## src/rtl/irq_regs_pkg.sv

```systemverilog
package irq_regs_pkg;
  localparam int unsigned REG_W     = 8;
  localparam int unsigned FLAG_N    = 6;
  localparam int unsigned PIN_PP    = 0;
  localparam int unsigned PIN_INV   = 1;
  localparam logic [1:0]  PIN_RST   = 2'b10;
  localparam int unsigned IDLE_BIT  = 2;

  typedef enum logic [1:0] {
    SEL_REQ  = 2'd0,
    SEL_EN   = 2'd1,
    SEL_PIN  = 2'd2,
    SEL_NONE = 2'd3
  } reg_sel_e;
endpackage

```

## src/rtl/irq_mask_reg.sv

```systemverilog
module irq_mask_reg #(
  parameter int unsigned DATA_W = 8,
  parameter int unsigned FLAGS  = 6
) (
  input  logic              clk_i,
  input  logic              rst_ni,
  input  logic              wr_i,
  input  logic [DATA_W-1:0] wr_data_i,
  input  logic [FLAGS-1:0]  hw_set_i,
  output logic [FLAGS-1:0]  flags_o
);
  localparam int unsigned MODE_IDX = DATA_W - 1;

  logic set_mode;
  assign set_mode = wr_data_i[MODE_IDX];

  for (genvar b = 0; b < FLAGS; b++) begin : g_bit
    logic hit, nxt, q;
    assign hit = wr_i & wr_data_i[b];
    // hardware set is ORed last so it beats a host clear
    always_comb begin
      nxt = q;
      if (hit) nxt = set_mode;
      nxt = nxt | hw_set_i[b];
    end
    always_ff @(posedge clk_i or negedge rst_ni) begin
      if (!rst_ni) q <= 1'b0;
      else         q <= nxt;
    end
    assign flags_o[b] = q;
  end
endmodule

```

## src/rtl/irq_idle_qual.sv

```systemverilog
module irq_idle_qual (
  input  logic cmd_idle_i,
  input  logic cmd_bad_i,
  input  logic host_idle_i,
  output logic idle_set_o
);
  assign idle_set_o = (cmd_idle_i & ~host_idle_i) | cmd_bad_i;
endmodule

```

## src/rtl/irq_pin_drv.sv

```systemverilog
module irq_pin_drv
  import irq_regs_pkg::*;
(
  input  logic       clk_i,
  input  logic       rst_ni,
  input  logic       wr_i,
  input  logic [1:0] wr_cfg_i,
  input  logic       irq_int_i,
  output logic [1:0] cfg_o,
  output logic       irq_o,
  output logic       irq_oe_o
);
  logic [1:0] cfg_q;
  logic       level;

  always_ff @(posedge clk_i or negedge rst_ni) begin
    if (!rst_ni)   cfg_q <= PIN_RST;
    else if (wr_i) cfg_q <= wr_cfg_i;
  end

  assign level = irq_int_i ^ cfg_q[PIN_INV];

  always_comb begin
    if (cfg_q[PIN_PP]) begin
      irq_o    = level;
      irq_oe_o = 1'b1;
    end else begin
      irq_o    = 1'b0;
      irq_oe_o = ~level;
    end
  end

  assign cfg_o = cfg_q;
endmodule

```

## src/rtl/irq_regs_top.sv

```systemverilog
module irq_regs_top
  import irq_regs_pkg::*;
#(
  parameter int unsigned DATA_W    = REG_W,
  parameter int unsigned NUM_FLAGS = FLAG_N
) (
  input  logic                 clk_i,
  input  logic                 rst_ni,
  input  logic [1:0]           addr_i,
  input  logic                 wr_en_i,
  input  logic [DATA_W-1:0]    wr_data_i,
  output logic [DATA_W-1:0]    rd_data_o,
  input  logic [NUM_FLAGS-1:0] src_set_i,
  input  logic                 cmd_idle_i,
  input  logic                 cmd_bad_i,
  input  logic                 host_idle_i,
  output logic                 irq_int_o,
  output logic                 irq_o,
  output logic                 irq_oe_o
);
  reg_sel_e sel;
  logic wr_req, wr_en_reg, wr_pin, idle_set;
  logic [NUM_FLAGS-1:0] req_q, en_q, req_hw_set;
  logic [1:0] pin_cfg;

  assign sel       = reg_sel_e'(addr_i);
  assign wr_req    = wr_en_i & (sel == SEL_REQ);
  assign wr_en_reg = wr_en_i & (sel == SEL_EN);
  assign wr_pin    = wr_en_i & (sel == SEL_PIN);

  irq_idle_qual u_idle (
    .cmd_idle_i (cmd_idle_i),
    .cmd_bad_i  (cmd_bad_i),
    .host_idle_i(host_idle_i),
    .idle_set_o (idle_set)
  );

  always_comb begin
    req_hw_set = src_set_i;
    req_hw_set[IDLE_BIT] = src_set_i[IDLE_BIT] | idle_set;
  end

  irq_mask_reg #(.DATA_W(DATA_W), .FLAGS(NUM_FLAGS)) u_req (
    .clk_i    (clk_i),
    .rst_ni   (rst_ni),
    .wr_i     (wr_req),
    .wr_data_i(wr_data_i),
    .hw_set_i (req_hw_set),
    .flags_o  (req_q)
  );

  irq_mask_reg #(.DATA_W(DATA_W), .FLAGS(NUM_FLAGS)) u_en (
    .clk_i    (clk_i),
    .rst_ni   (rst_ni),
    .wr_i     (wr_en_reg),
    .wr_data_i(wr_data_i),
    .hw_set_i ('0),
    .flags_o  (en_q)
  );

  assign irq_int_o = |(req_q & en_q);

  irq_pin_drv u_pin (
    .clk_i    (clk_i),
    .rst_ni   (rst_ni),
    .wr_i     (wr_pin),
    .wr_cfg_i (wr_data_i[1:0]),
    .irq_int_i(irq_int_o),
    .cfg_o    (pin_cfg),
    .irq_o    (irq_o),
    .irq_oe_o (irq_oe_o)
  );

  always_comb begin
    rd_data_o = '0;
    unique case (sel)
      SEL_REQ:  rd_data_o[NUM_FLAGS-1:0] = req_q;
      SEL_EN:   rd_data_o[NUM_FLAGS-1:0] = en_q;
      SEL_PIN:  rd_data_o[1:0]           = pin_cfg;
      default:  rd_data_o                = '0;
    endcase
  end
endmodule

```

## config.mk

```make
export PLATFORM = sky130hd
export DESIGN_NAME = irq_regs_top
export DESIGN_NICKNAME = d
export VERILOG_FILES = /design/src/rtl/irq_regs_pkg.sv /design/src/rtl/irq_mask_reg.sv /design/src/rtl/irq_idle_qual.sv /design/src/rtl/irq_pin_drv.sv /design/src/rtl/irq_regs_top.sv
export SDC_FILE = /design/constraint.sdc
export NUM_CORES = 1
export LEC_CHECK = 0
export CORE_MARGIN = 2
export CORE_UTILIZATION = 42
export DETAILED_ROUTE_END_ITERATION = 10
export GPL_TIMING_DRIVEN = 0
export PLACE_DENSITY = 0.77
export RECOVER_POWER = 25
export SETUP_SLACK_MARGIN = 0.05
export SYNTH_ARGS = -nofsm -noshare
export SYNTH_HDL_FRONTEND = slang
export SYNTH_SLANG_ARGS = --single-unit
```

## constraint.sdc

```tcl
create_clock -name clk_i -period 1.4 [get_ports clk_i]
set_input_delay 0.28 -clock clk_i [delete_from_list [all_inputs] [get_ports clk_i]]
set_output_delay 0.28 -clock clk_i [all_outputs]
set_load 0.01 [all_outputs]
```

==> flow_summary_export.csv <==
group,metric,value,unit
detailed_routing,ant_nets,0,
detailed_routing,vias,765,
run,maxCapViolCount,0,
global_routing,grt_max_degree,15,
place,dp_cells,135,
floorplanning,initial_core_util,43.9,%
floorplanning,io_pins,33,
place,place.gp.congestion,0.739,
power,p_per_area,932,nW/um^2
sta,whs,438,ps
setup_path,cp_data_arrival_time,1460,ps
global_routing,grt_pass1_vias,792,
clock_network,clk_latency,280,ps
clock_network,clk_pin_slew_worst_paths,90,ps
clock_network,clock_path_buffers,2,
floorplanning,dieArea,2400,sq um
sta,setup_viol,9,
global_routing,grtUsageTotal,18.7,%
sta,tns,-1240,ps
sta,slew_headroom,55.8,%
setup_path,crit_required,1120,ps
yosys,ys_seq_area_share,41.3,%
setup_path,reg2reg_depth,3,
detailed_routing,dr.pass1.iters,4,
setup_path,critPathMaxFanout,3,
power,ir_drop,0.000734,V
finish,area_growth,48.0,%
setup_path,r2r-start,"u_req.g_bit[0].q$_DFF_PN0_",
yosys,postSynthAreaPerCell,10.7,sq um
sta,period_minus_slack,1740,ps
sta,fmax,0.576,GHz
detailed_routing,remaining_drc_errors,0,
yosys,ys_warn_count,0,
floorplanning,core-area,1940,sq um
power,finalPower,1180,uW
setup_path,criticalPathCategory,"reg -> out",
finish,final_cells,150,
sta,skew,0,ps
floorplanning,dieWidth,49.0,um
clock_network,numCtsBuffers,3,
setup_path,end_kind,"output port",
setup_path,r2r_slack,310,ps
detailed_routing,drt_iter0_drc,10,
sta,fin_crit_sh,124,%
clock_network,root_buffer,"clkbuf_4",
worst_hold_path,hp-class,"in -> reg",
floorplanning,core.rowCount,16,
finish,fin_nets,146,
status,run_status,"finished with violations",
detailed_routing,wirelength,2.11,mm
global_routing,antenna_found_initial,0,
clock_network,postCtsHoldBufs,0,
floorplanning,fp.dieH,49.0,um
clock_network,htreeDepth,1,
sta,final_hold_viol_count,0,
detailed_routing,vias_per_cell,5.10,
yosys,synthDistinctLibCells,24,
finish,fin_util,64.9,%
yosys,netlist_area,852,sq um
detailed_routing,post_drt_wl_per_cell,14.1,um
sta,max_slew.worst_pin.slew,661,ps
finish,diodes,0,
clock_network,cts.sinks,14,
sta,fin_ws,-338,ps
sta,rsz0062_at_grt,"true",
status,violations,"setup timing",
yosys,ys_ff_latch,14,
yosys,syn_inst,80,
setup_path,startpoint_type,"register",
finish,fill_cells,175,
global_routing,overflow,0,
place,portBuffers,27,
finish,drive_above_1_share,37.4,%
place,post-dp-hpwl,1.44,mm
global_routing,grt_pass1_wl,3.44,mm
setup_path,critPathCapture,"irq_oe_o",
setup_path,r2r-end,"u_req.g_bit[0].q$_DFF_PN0_",
setup_path,crit_start,"u_req.g_bit[0].q$_DFF_PN0_",
sta,final_max_slew_viol_count,0,
power,power.leakage,0.000541,uW
clock_network,cts_tree,"built",
## where the power goes
group	internal, uW	switching [uW]
Combinational	250	162
Clock	111	139
Sequential	463	51.0
## synth_stat cells, drive strengths merged
cell    number  area, sq um
clkbuf       1         3.75
dfstp        1         26.3
nand2b       1         6.26
inv          2         7.51
and3         1         6.26
buf          6         53.8
mux2         8         90.1
o21ai        3         15.0
nor3b        1         18.8
a22oi        3         22.5
conb         1         3.75
nor2         6         22.5
a21boi       6         45.0
nor2b        2         12.5
dfrtp       13          325
nand3b       1         7.51
nand2        9         33.8
mux2i        8         80.1
a311o        6         62.6
and3b        1         8.76
## per-stage QoR
stage	setup WS (ps)	instance area [sq um]
2_1_floorplan	74.5	856
3_3_place_gp	-463	1160
3_5_place_dp	-503	1160
4_1_cts	-318	1240
5_1_grt	-415	1260
6_report	-338	1260
## final cells by class
class                           instances  area [sq um]  share of cell area, %
Timing Repair Buffer                   38           325                   25.8
Buffer                                  7          57.6                   4.56
Tap cell                               27          33.8                   2.68
Inverter                                2          7.51                  0.595
Sequential cell                        14           352                   27.9
Clock buffer                            4          26.3                   2.08
Multi-Input combinational cell         58           459                   36.4
## routing by layer
metal	share of wire, %	vias to the layer above	track usage (%)	routed length, um
li1	-	376	-	-
met1	42	359	21.7	887
met2	51	26	32.2	1070
met3	5.7	4	5.83	120
met4	1.5	0	6.67	31
met5	0	-	0	0
## registers in the layout, summed over array words and instances (netlist names)
| register | count |
|---|---|
| u_pin.cfg_o | 2 |
| u_en.g_bit.q | 6 |
| u_req.g_bit.q | 6 |
## timing repair
action | in CTS | in global routing
setup buffers | 9 | 3
resized for setup | 48 | 4
endpoints found under the setup margin | 13 | 9
pin swaps | 7 | 4
## how the worst min path moves through the flow
stage                                     start                          end  depth (start not counted)
detailed placement  u_en.g_bit[2].q$_DFFE_PN0P_  u_en.g_bit[2].q$_DFFE_PN0P_                          1
floorplan                                rst_ni  u_en.g_bit[0].q$_DFFE_PN0P_                          0
global placement    u_en.g_bit[2].q$_DFFE_PN0P_  u_en.g_bit[2].q$_DFFE_PN0P_                          1
finish                                addr_i[1]   u_pin.cfg_o[1]$_DFFE_PN1P_                          3
global route                          addr_i[1]   u_pin.cfg_o[0]$_DFFE_PN0P_                          3
CTS                                      rst_ni   u_req.g_bit[3].q$_DFF_PN0_                          1
## layout by cell type, fill, tap and decap left out
cell type,instances
and3b_1,1
inv_1,1
nand2_1,9
o21ai_1,2
dlygate4sd2_1,1
buf_4,8
nor2b_1,2
dlygate4sd3_1,2
clkdlybuf4s50_1,15
clkbuf_1,2
and3_4,1
mux2_2,8
mux2i_1,8
buf_6,8
a21boi_0,2
o21ai_0,1
a311o_2,2
a22oi_2,3
buf_2,10
nand2b_1,1
clkbuf_4,3
dfrtp_1,13
dfstp_2,1
nor2_1,6
conb_1,2
nor3b_4,1
a21boi_1,4
a311o_1,4
nand3b_1,1
inv_2,1
## kinds of logic (layout without fill, tap and decap cells)
group,after synthesis,count (layout),share of synthesized area [%]
AO/OA/AOI/OAI,18,18,17.0
buffers and inverters,9,51,7.63
flip-flops,14,14,41.3
multiplexers,16,16,20.0
other,1,2,0.440
AND/OR/NAND/NOR,22,22,13.7
## critical path, cell delays in order, from the launching register on
cell and delay [ps]:
dfrtp_1 410, a22oi_2 190, and3_4 230, mux2i_1 190, buf_2 150
(Power assumes the default switching activity.)
